$ cat src/rtl/gpio_port_pkg.sv
package gpio_port_pkg;
  typedef enum logic [3:0] {
    A_MODE   = 4'd0,
    A_OTYPE  = 4'd1,
    A_SPEED  = 4'd2,
    A_PULL   = 4'd3,
    A_IDR    = 4'd4,
    A_ODR    = 4'd5,
    A_SETCLR = 4'd6,
    A_LOCK   = 4'd7
  } reg_addr_e;

  typedef enum logic [1:0] {
    LK_IDLE = 2'd0,
    LK_ARM1 = 2'd1,
    LK_ARM2 = 2'd2,
    LK_ARM3 = 2'd3
  } lk_state_e;
endpackage

$ cat src/rtl/gpio_in_sync.sv
module gpio_in_sync #(
  parameter int W      = 16,
  parameter int STAGES = 2
) (
  input  logic         clk,
  input  logic         rst_n,
  input  logic [W-1:0] d,
  output logic [W-1:0] q
);
  logic [W-1:0] st [STAGES];

  always_ff @(posedge clk) begin
    if (!rst_n) begin
      for (int i = 0; i < STAGES; i++) st[i] <= '0;
    end else begin
      st[0] <= d;
      for (int i = 1; i < STAGES; i++) st[i] <= st[i-1];
    end
  end

  assign q = st[STAGES-1];
endmodule

$ cat src/rtl/gpio_cfg_field.sv
module gpio_cfg_field #(
  parameter int NPINS = 16,
  parameter int FW    = 2
) (
  input  logic                clk,
  input  logic                rst_n,
  input  logic                we,
  input  logic [NPINS*FW-1:0] wdata,
  input  logic [NPINS-1:0]    frozen,
  output logic [NPINS*FW-1:0] q
);
  logic [FW-1:0] fld [NPINS];

  for (genvar p = 0; p < NPINS; p++) begin : g_pin
    always_ff @(posedge clk) begin
      if (!rst_n)                fld[p] <= '0;
      else if (we && !frozen[p]) fld[p] <= wdata[p*FW +: FW];
    end
    assign q[p*FW +: FW] = fld[p];
  end
endmodule

$ cat src/rtl/gpio_lock_ctrl.sv
module gpio_lock_ctrl
  import gpio_port_pkg::*;
#(
  parameter int NPINS = 16
) (
  input  logic             clk,
  input  logic             rst_n,
  input  logic             wr_hit,
  input  logic             rd_hit,
  input  logic             key,
  input  logic [NPINS-1:0] wmask,
  output logic             active,
  output logic [NPINS-1:0] mask
);
  lk_state_e st;
  logic      same;

  assign same = (wmask == mask);

  always_ff @(posedge clk) begin
    if (!rst_n) begin
      st     <= LK_IDLE;
      active <= 1'b0;
      mask   <= '0;
    end else if (!active) begin
      if (wr_hit) begin
        mask <= wmask;
        unique case (st)
          LK_ARM1: st <= (!key && same) ? LK_ARM2 : (key ? LK_ARM1 : LK_IDLE);
          LK_ARM2: st <= ( key && same) ? LK_ARM3 : LK_IDLE;
          default: st <= key ? LK_ARM1 : LK_IDLE;
        endcase
        if (st == LK_ARM2 && key && !same) st <= LK_ARM1;
      end else if (rd_hit) begin
        if (st == LK_ARM3) active <= 1'b1;
        st <= LK_IDLE;
      end
    end
  end
endmodule

$ cat src/rtl/gpio_port_regs.sv
module gpio_port_regs
  import gpio_port_pkg::*;
#(
  parameter int NPINS = 16,
  parameter int DW    = 32
) (
  input  logic               clk,
  input  logic               rst_n,
  input  logic [3:0]         bus_addr,
  input  logic               bus_wr,
  input  logic               bus_rd,
  input  logic [DW-1:0]      bus_wdata,
  output logic [DW-1:0]      bus_rdata,
  input  logic [NPINS-1:0]   pad_in,
  output logic [NPINS-1:0]   pad_out,
  output logic [NPINS-1:0]   pad_oe,
  output logic [NPINS-1:0]   pad_od,
  output logic [NPINS-1:0]   pad_pu,
  output logic [NPINS-1:0]   pad_pd,
  output logic [2*NPINS-1:0] pad_speed
);
  localparam int HALF = DW / 2;
  localparam int W2   = 2 * NPINS;

  logic [W2-1:0]    mode_q, speed_q, pull_q;
  logic [NPINS-1:0] otype_q, odr_q, idr_q;
  logic [NPINS-1:0] lock_mask, frozen;
  logic             lock_active;
  logic [DW-1:0]    rd_mux, lock_word;
  logic [NPINS-1:0] set_bits, clr_bits;

  assign frozen = lock_active ? lock_mask : '0;

  gpio_cfg_field #(.NPINS(NPINS), .FW(2)) u_mode (
    .clk(clk), .rst_n(rst_n), .we(bus_wr && bus_addr == A_MODE),
    .wdata(bus_wdata[W2-1:0]), .frozen(frozen), .q(mode_q));
  gpio_cfg_field #(.NPINS(NPINS), .FW(1)) u_otype (
    .clk(clk), .rst_n(rst_n), .we(bus_wr && bus_addr == A_OTYPE),
    .wdata(bus_wdata[NPINS-1:0]), .frozen(frozen), .q(otype_q));
  gpio_cfg_field #(.NPINS(NPINS), .FW(2)) u_speed (
    .clk(clk), .rst_n(rst_n), .we(bus_wr && bus_addr == A_SPEED),
    .wdata(bus_wdata[W2-1:0]), .frozen(frozen), .q(speed_q));
  gpio_cfg_field #(.NPINS(NPINS), .FW(2)) u_pull (
    .clk(clk), .rst_n(rst_n), .we(bus_wr && bus_addr == A_PULL),
    .wdata(bus_wdata[W2-1:0]), .frozen(frozen), .q(pull_q));

  gpio_in_sync #(.W(NPINS), .STAGES(2)) u_sync (
    .clk(clk), .rst_n(rst_n), .d(pad_in), .q(idr_q));

  gpio_lock_ctrl #(.NPINS(NPINS)) u_lock (
    .clk(clk), .rst_n(rst_n),
    .wr_hit(bus_wr && bus_addr == A_LOCK),
    .rd_hit(bus_rd && bus_addr == A_LOCK),
    .key(bus_wdata[HALF]), .wmask(bus_wdata[NPINS-1:0]),
    .active(lock_active), .mask(lock_mask));

  // Output latch: a set bit is applied after the clear, so set wins.
  assign set_bits = bus_wdata[NPINS-1:0];
  assign clr_bits = bus_wdata[HALF +: NPINS];

  always_ff @(posedge clk) begin
    if (!rst_n)                               odr_q <= '0;
    else if (bus_wr && bus_addr == A_ODR)     odr_q <= bus_wdata[NPINS-1:0];
    else if (bus_wr && bus_addr == A_SETCLR)  odr_q <= (odr_q & ~clr_bits) | set_bits;
  end

  for (genvar p = 0; p < NPINS; p++) begin : g_pad
    logic [1:0] md, pl;
    assign md        = mode_q[2*p +: 2];
    assign pl        = pull_q[2*p +: 2];
    assign pad_oe[p] = (md == 2'b01) && (!otype_q[p] || !odr_q[p]);
    assign pad_pu[p] = (pl == 2'b01);
    assign pad_pd[p] = (pl == 2'b10);
  end

  assign pad_out   = odr_q;
  assign pad_od    = otype_q;
  assign pad_speed = speed_q;

  always_comb begin
    lock_word              = '0;
    lock_word[NPINS-1:0]   = lock_mask;
    lock_word[HALF]        = lock_active;
    unique case (bus_addr)
      A_MODE:  rd_mux = DW'(mode_q);
      A_OTYPE: rd_mux = DW'(otype_q);
      A_SPEED: rd_mux = DW'(speed_q);
      A_PULL:  rd_mux = DW'(pull_q);
      A_IDR:   rd_mux = DW'(idr_q);
      A_ODR:   rd_mux = DW'(odr_q);
      A_LOCK:  rd_mux = lock_word;
      default: rd_mux = '0;
    endcase
  end

  always_ff @(posedge clk) begin
    if (!rst_n)      bus_rdata <= '0;
    else if (bus_rd) bus_rdata <= rd_mux;
  end
endmodule

$ cat config.mk
export PLATFORM = sky130hd
export DESIGN_NAME = gpio_port_regs
export DESIGN_NICKNAME = d
export VERILOG_FILES = /design/src/rtl/gpio_port_pkg.sv /design/src/rtl/gpio_in_sync.sv /design/src/rtl/gpio_cfg_field.sv /design/src/rtl/gpio_lock_ctrl.sv /design/src/rtl/gpio_port_regs.sv
export SDC_FILE = /design/constraint.sdc
export NUM_CORES = 1
export LEC_CHECK = 0
export ABC_CLOCK_PERIOD_IN_PS = 2800
export BUFFER_PORTS_ARGS = -buffer_cell sky130_fd_sc_hd__buf_2
export CORE_MARGIN = 2
export CORE_UTILIZATION = 35
export CTS_CLUSTER_SIZE = 30
export DETAILED_ROUTE_END_ITERATION = 6
export MAX_ROUTING_LAYER = met4
export PLACE_DENSITY_LB_ADDON = 0.12
export SETUP_SLACK_MARGIN = 0.3
export SYNTH_ARGS = -nofsm -noshare
export SYNTH_HDL_FRONTEND = slang
export SYNTH_SLANG_ARGS = --single-unit
export TNS_END_PERCENT = 30
$ cat constraint.sdc
create_clock -name clk -period 2.8 [get_ports clk]
set_clock_uncertainty 0.05 [all_clocks]
set_input_delay 0.56 -clock clk [delete_from_list [all_inputs] [get_ports clk]]
set_output_delay 0.56 -clock clk [all_outputs]
set_load 0.01 [all_outputs]
==> flow_summary.yaml, run 1 <==
global_routing:
  grt_usage_pct: 23.9
  grt_pass1_wl_microns: 50400
  grt_start_max_net_pins: 51
  grt-ovfl-total: 0
  antenna_found_initial: 3
  grt_pass1_vias: 8128
setup_path:
  critPathSlowestCell: "edfxtp_1"
  path_class: "register to primary output"
  arrival_ns: 1.68
  cp-start-kind: "register"
  ff2ff_path_depth: 5
  max_stage_delay_ns: 0.50
  crit_cells: 2
  r2r_slack_ns: 0.88
  path_cells: "a211oi_1, buf_2"
  path_max_fanout: 3
  crit_family: "flip-flops"
  r2r_start: "u_lock.active"
  crit_path_end_kind: "primary output"
  reg2reg_to: "u_lock.mask[0]"
  crit_path_start: "u_otype.fld[0][5]"
  crit_buf_inv: 1
  required_ns: 2.19
  worstSetupEndpoint: "pad_oe[5]"
drt:
  drtIter0Drc: 884
  route.vias.total: 8283
  drc_errors: 0
  wl_microns: 33900
  vias_per_cell: 5.41
  wl_per_cell_microns: 22.1
  final_antenna_net_count: 0
  drt_pass1_iterations: 6
synth:
  synth_edf_count: 111
  synth_top_cell_by_area: "edfxtp_1"
  synth_area_per_cell_sq_um: 10.4
  synth.distinct_cells: 63
  synthFlopType: "edfxtp_1"
  yosys-top-cells-area: "edfxtp_1 (34%), dfxtp_1 (20%), nor2_1 (5.7%), o21ai_0 (3.7%), and2_1 (3.1%)"
  async_flop_share_pct: 0
  syn_nets: 1001
  synth_top_area_share_pct: 34.1
  yosys_warnings: 0
  ys_seq_area_share_pct: 54.6
  netlist_instances: 942
  syn-cell-area_sq_um: 9770
  ys_ff_latch: 211
floorplan:
  coreArea_sq_um: 27600
  fp.dieH_microns: 171
  std_cell_rows: 61
  io_pins: 200
  start_util_pct: 35.4
  chipWidth_microns: 171
  die_area_sq_um: 29300
clocking:
  clk_pin_slew_worst_paths_ns: 0.06
  post_cts_buffers: 0
  insertion_delay_ns: 0.52
  ctsHoldBuffers: 0
  cts-buffers-inserted: 24
  htree_levels: 1
  tritoncts: "built"
  cts_root_buf: "clkbuf_16"
  ctsResizeCount: 0
  clock-sinks: 211
  cts_buffer_depth: 3
sta:
  relSlewSlack_pct: 46.1
  period_share_pct: 81.7
  max_freq_mhz: 437
  rsz0062_at_grt: "false"
  finalSetupTns_ns: 0
  finalHoldViolCount: 0
  min_period_ns: 2.29
  final_max_slew_viol_count: 0
  setup_viol: 0
  finalHoldWorstSlack_ns: 0.191
  worst_slew_pin_slew_ns: 0.802
pwr:
  p_sw_share_pct: 23.7
  p_switching_uw: 1670
  power_frac_seq_pct: 48.5
  power_density_nw_per_um2: 589
  p_leak_uw: 0.00502
  power_frac_comb_pct: 7.6
  clockPowerShare_pct: 43.9
  p_int_uw: 5370
  vdd_drop_max_mv: 0.287
  power_uw: 7040
placement:
  gp_congestion: 0.888
  placed_cells: 1485
  place_area_sq_um: 11200
  hpwl_microns: 25400
  io_buffers: 199
flow_run:
  maxCapViolations: 0
status:
  status: "finished, final reports clean"
cells_and_area:
  mostFrequentLayoutCells: "buf_2 (199), nor2_1 (149), edfxtp_1 (111)"
  layout.nets: 1192
  area_growth_pct: 22.3
  fin_area_sq_um: 12000
  drive_gt1_share_pct: 25.5
  layout_commonest_cell: "buf_2"
  final_cells: 1532
hold_path:
  hp-class: "input pin to register"
## worst register-to-register path, delay by kind of cell, from the launching register on
family | cells | cell delay [ns]
mux | 1 | 0.18
simple gates | 2 | 0.29
buf+inv | 2 | 0.59
flops | 1 | 0.68
## cell families (layout without fill, tap and decap cells)
kind of cell / count (synthesis) / after routing / share of synthesized area [%]
AND/OR/NAND/NOR: 387 / 387 / 20.6
flip-flops: 211 / 211 / 54.6
XOR/XNOR: 16 / 16 / 1.43
AO/OA/AOI/OAI: 202 / 202 / 15.1
adder cells (fa/ha/maj): 3 / 3 / 0.384
multiplexers: 29 / 29 / 3.07
buffers and inverters: 94 / 303 / 4.89
other: 0 / 3 / 0
## metrics by stage
stage                     util (%)  worst slack (ns)
final                         43.3             0.512
after global routing          43.3             0.446
after CTS                     43.2             0.506
after detailed placement      40.4             0.372
after global placement        40.4             0.361
after floorplan                  -             0.871
## layer usage
layer / up-vias / global-route usage [%] / part of all wire [%]
met4: 0 / 5.78 / 1.9
met3: 51 / 4.44 / 7.4
met2: 320 / 38.7 / 47
met5: - / - / 0
met1: 4080 / 30.9 / 43
li1: 3832 / - / -
## Yosys cell counts (18+ instances only)
cell	count
edfxtp_1	111
a222oi_1	24
clkbuf_1	41
nand3_1	43
nor2b_1	34
nor2_1	149
inv_1	18
nand2_1	41
dfxtp_1	100
and2_1	49
o21ai_0	73
mux2i_1	24
and3b_1	19
## power groups by stage
stage | combinational [uW] | sequential, uW | clock [uW]
4_1_cts | 532 | 3410 | 3150
2_1_floorplan | 294 | 3460 | 0
6_report | 533 | 3410 | 3090
3_5_place_dp | 530 | 3480 | 0
3_3_place_gp | 528 | 3480 | 0
5_1_grt | 583 | 3420 | 3280
## how the worst min path moves through the flow
stage	end	from	slack (ns)	depth (start not counted)
after global placement	u_sync.st[0][17]	u_sync.st[0][1]	0.37	1
after detailed placement	u_sync.st[0][18]	u_sync.st[0][2]	0.37	1
after CTS	u_sync.st[0][1]	pad_in[1]	0.17	2
after global routing	u_sync.st[0][3]	pad_in[3]	0.18	2
final	u_sync.st[0][7]	pad_in[7]	0.19	2
after floorplan	u_sync.st[0][16]	u_sync.st[0][0]	0.36	1
## cell type report
cell class	instances	area, sq um
inverters	20	75.1
multi-input cells	637	3970
fillers	2759	15700
clock inverters	6	37.5
clock buffers	38	747
flip-flops and latches	211	5340
diodes	3	7.51
well taps	378	473
repair buffers	239	1310
## sequential cells by signal (all words and copies together), names as in the netlist
signal,count
pad_out,16
u_otype.fld,16
u_lock.active,1
bus_rdata,32
u_mode.fld,32
u_speed.fld,32
u_lock.st,2
u_pull.fld,32
u_lock.mask,16
u_sync.st,32
(Power assumes the default switching activity.)
==> run 2: changes to the inputs <==
Settings changed: ABC_CLOCK_PERIOD_IN_PS 2800 to 2250.
Clock period 2.8 ns to 2.25 ns, I/O delays scaled along.
==> flow_summary.yaml, run 2 (synthesized netlist as in run 1, its figures left out) <==
status:
  status: "finished, final reports clean"
floorplan:
  io_pins: 200
  std_cell_rows: 61
  fp.dieH_microns: 171
  coreArea_sq_um: 27600
  start_util_pct: 35.4
  chipWidth_microns: 171
  die_area_sq_um: 29300
clocking:
  cts-buffers-inserted: 24
  insertion_delay_ns: 0.52
  cts_root_buf: "clkbuf_16"
  cts_buffer_depth: 3
  tritoncts: "built"
  clk_pin_slew_worst_paths_ns: 0.06
  ctsHoldBuffers: 0
  clock-sinks: 211
  htree_levels: 1
sta:
  max_freq_mhz: 501
  finalHoldViolCount: 0
  period_share_pct: 88.6
  fin_ws_ns: 0.256
  rsz0062_at_grt: "true"
  final_max_slew_viol_count: 0
  worst_slew_pin_slew_ns: 0.649
  relSlewSlack_pct: 56.7
  setup_viol: 0
  min_period_ns: 1.99
  finalSetupTns_ns: 0
global_routing:
  grt_start_max_net_pins: 40
  grt_usage_pct: 24.0
  grt_pass1_wl_microns: 50400
  antenna_found_initial: 0
  grt-ovfl-total: 0
  grt_pass1_vias: 8101
setup_path:
  crit_buf_inv: 1
  path_class: "register to primary output"
  critPathSlowestCell: "edfxtp_1"
  cp-start-kind: "register"
  max_stage_delay_ns: 0.45
  arrival_ns: 1.49
  crit_path_end_kind: "primary output"
  crit_family: "flip-flops"
  path_max_fanout: 3
  required_ns: 1.75
  path_cells: "a211oi_2, buf_2"
cells_and_area:
  register_area_sq_um: 5340
  fillers: 2773
  drive_gt1_share_pct: 26.5
  multi_input_area_sq_um: 4000
  area_growth_pct: 24.2
  antennaDiodeCount: 0
  layout.nets: 1203
  fin_util_pct: 43.9
  mostFrequentLayoutCells: "buf_2 (199), nor2_1 (149), edfxtp_1 (111)"
  final_cells: 1539
  layout_commonest_cell: "buf_2"
drt:
  drc_errors: 0
  drt_pass1_iterations: 6
  route.vias.total: 8440
  wl_microns: 35000
  final_antenna_net_count: 0
  drtIter0Drc: 739
  vias_per_cell: 5.48
  wl_per_cell_microns: 22.7
pwr:
  vdd_drop_max_mv: 0.446
  p_leak_uw: 0.00511
  power_density_nw_per_um2: 737
hold_path:
  hp-class: "input pin to register"
placement:
  placed_cells: 1490
  place_worst_setup_slack_ns: 0.0525
  hpwl_microns: 25600
  gp_congestion: 0.846
  io_buffers: 199
flow_run:
  maxCapViolations: 0
## run 2: cell types whose count changed in the layout (fill, tap and decap cells not counted), sizes merged
cell    previous run  this run
buf              239       250
bufinv             0         1
clkbuf            38        36
clkinv             5         7
diode              3         0
inv               21        19
## run 2: final cells by class
| type | count | area share (%) |
|---|---|---|
| tap | 378 | 3.90 |
| multi-input combinational | 637 | 32.9 |
| clock inverter | 7 | 0.454 |
| timing repair buffer | 250 | 11.9 |
| clock buffer | 36 | 6.27 |
| inverter | 20 | 0.618 |
| sequential | 211 | 44.0 |
## run 2: report_power, final
part           internal (uW)  total, uW  switching, uW  leakage, uW
Sequential              4160       4250           88.8      0.00201
Clock                   2440       4000           1570     0.000401
Combinational            250        695            444      0.00270
## run 2: path summary, 6_finish.rpt
path	slack, ns	start	cells after the start	end
setup / recovery	0.26	u_otype.fld[0][5]	2	pad_oe[5]
hold / removal	0.09	pad_in[15]	2	u_sync.st[0][15]
setup reg to reg	0.59	u_lock.active	3	u_pull.fld[0][6]
hold reg to reg	0.38	u_sync.st[0][14]	1	u_sync.st[0][30]
## run 2: routing by layer
metal	wire length, microns	track usage (%)	vias up
li1	-	-	3851
met1	14900	30.9	4136
met2	16700	39.1	385
met3	2420	2.96	68
met4	981	8.18	0
met5	0	-	-
## run 2: through the flow
step | power (uW) | instance area, sq um | hold WS (ns)
after detailed placement | 5010 | 11200 | 0.372
after floorplan | 4670 | 9770 | 0.362
final | 8940 | 12100 | 0.0873
after CTS | 9000 | 12100 | 0.0685
after global routing | 9210 | 12100 | 0.0788
after global placement | 5010 | 11200 | 0.370
## run 2: repair_timing
action / in CTS / in global routing
gates resized for setup: 5 / 1
pin swaps: 1 / 1
setup endpoints to repair: 10 / 10
buffers inserted: 2 / 4
==> run 3: changes to the inputs <==
Settings changed: CELL_PAD_IN_SITES_DETAIL_PLACEMENT set to 1, CELL_PAD_IN_SITES_GLOBAL_PLACEMENT set to 1.
==> flow_summary.yaml, run 3 (synthesized netlist as in run 1, its figures left out) <==
status:
  status: "finished, final reports clean"
pwr:
  power_density_nw_per_um2: 734
  p_leak_uw: 0.00518
  power_uw: 9030
  vdd_drop_max_mv: 0.461
cells_and_area:
  fin_area_sq_um: 12300
  final_cells: 1552
  layout_commonest_cell: "buf_2"
  register_area_sq_um: 5340
  drive_gt1_share_pct: 27.6
  multi_input_area_sq_um: 4010
  fillers: 3154
  mostFrequentLayoutCells: "buf_2 (199), nor2_1 (149), edfxtp_1 (111)"
  layout.nets: 1214
  fin_util_pct: 44.5
  area_growth_pct: 25.9
global_routing:
  antenna_found_initial: 1
  grt_pass1_vias: 8555
  grt_start_max_net_pins: 37
  grt_usage_pct: 25.8
  grt-ovfl-total: 0
  grt_pass1_wl_microns: 54000
drt:
  wl_microns: 37200
  final_antenna_net_count: 0
  drt_pass1_iterations: 6
  wl_per_cell_microns: 24.0
  drc_errors: 0
  drtIter0Drc: 820
  vias_per_cell: 5.50
  route.vias.total: 8536
clocking:
  clock-sinks: 211
  cts-buffers-inserted: 24
  cts_root_buf: "clkbuf_16"
  clk_pin_slew_worst_paths_ns: 0.06
  tritoncts: "built"
  ctsHoldBuffers: 0
  htree_levels: 1
  cts_buffer_depth: 3
  insertion_delay_ns: 0.52
setup_path:
  crit_path_end_kind: "primary output"
  cp-start-kind: "register"
  required_ns: 1.75
  path_max_fanout: 3
  arrival_ns: 1.52
  r2r_slack_ns: 0.52
  reg2reg_to: "u_lock.mask[2]"
  path_class: "register to primary output"
  ff2ff_path_depth: 5
  r2r_start: "u_lock.active"
floorplan:
  io_pins: 200
  start_util_pct: 35.4
  die_area_sq_um: 29300
  std_cell_rows: 61
  chipWidth_microns: 171
  fp.dieH_microns: 171
  coreArea_sq_um: 27600
placement:
  hpwl_microns: 27600
  gp_congestion: 0.876
  io_buffers: 199
  placed_cells: 1502
  place_area_sq_um: 11400
hold_path:
  worstHoldEndpoint: "u_sync.st[0][0]"
  min_from: "pad_in[0]"
  holdPathStages: 2
  hp-class: "input pin to register"
sta:
  finalHoldViolCount: 0
  rsz0062_at_grt: "true"
  relSlewSlack_pct: 51.7
  worst_slew_pin_slew_ns: 0.722
  finalSetupTns_ns: 0
  period_share_pct: 89.8
  final_max_slew_viol_count: 0
  max_freq_mhz: 495
  setup_viol: 0
  min_period_ns: 2.02
flow_run:
  maxCapViolations: 0
-- run 3: layout make-up --
cell class,instances,area share [%]
Clock inverter,7,0.702
Sequential cell,211,43.4
Clock buffer,37,5.95
Tap cell,378,3.84
Inverter,20,0.610
Multi-Input combinational cell,637,32.6
Timing Repair Buffer,261,12.9
Antenna cell,1,0.0203
-- run 3: critical path, stage by stage, from the launching register on --
cell	delay (ns)
edfxtp_1	0.51
a211oi_2	0.31
buf_2	0.18
-- run 3: timing repair --
item / 4_1_cts / 5_1_grt
pin swaps: 1 / 0
endpoints found under the setup margin: 13 / 11
gates resized for setup: 6 / 3
endpoints found under the hold margin: 0 / 0
buffers inserted: 2 / 3
-- run 3: how the worst max path moves through the flow --
stage                      startpoint           endpoint  slack (ns)  cells after the start
floorplan                 bus_addr[1]  u_speed.fld[0][0]        0.43                      6
global placement          bus_addr[0]      bus_rdata[31]        0.09                      7
detailed placement        bus_addr[0]      bus_rdata[21]        0.04                      7
CTS                 u_otype.fld[0][4]          pad_oe[4]        0.19                      2
global route        u_otype.fld[0][1]          pad_oe[1]        0.21                      2
finish              u_otype.fld[1][4]         pad_oe[12]        0.23                      2
-- run 3: through the flow --
step           hold slack (ns)  setup slack (ns)
2_1_floorplan            0.362             0.431
3_3_place_gp             0.370            0.0904
3_5_place_dp             0.370            0.0395
4_1_cts                 0.0731             0.190
5_1_grt                 0.0865             0.215
6_report                0.0853             0.229
-- run 3: routing by layer --
metal  routed length, microns  share of wire [%]  vias up  track usage, %
li1                         -                  -     3874               -
met1                    15700                 42     4246            32.9
met2                    18100                 49      344            42.8
met3                     2330                6.2       72            2.87
met4                     1040                2.8        0            8.44
met5                        0                  0        -               -
-- run 3: power by group --
group / internal [uW] / switching [uW] / total, uW
Clock: 2460 / 1590 / 4060
Sequential: 4160 / 91.5 / 4250
Combinational: 268 / 455 / 723
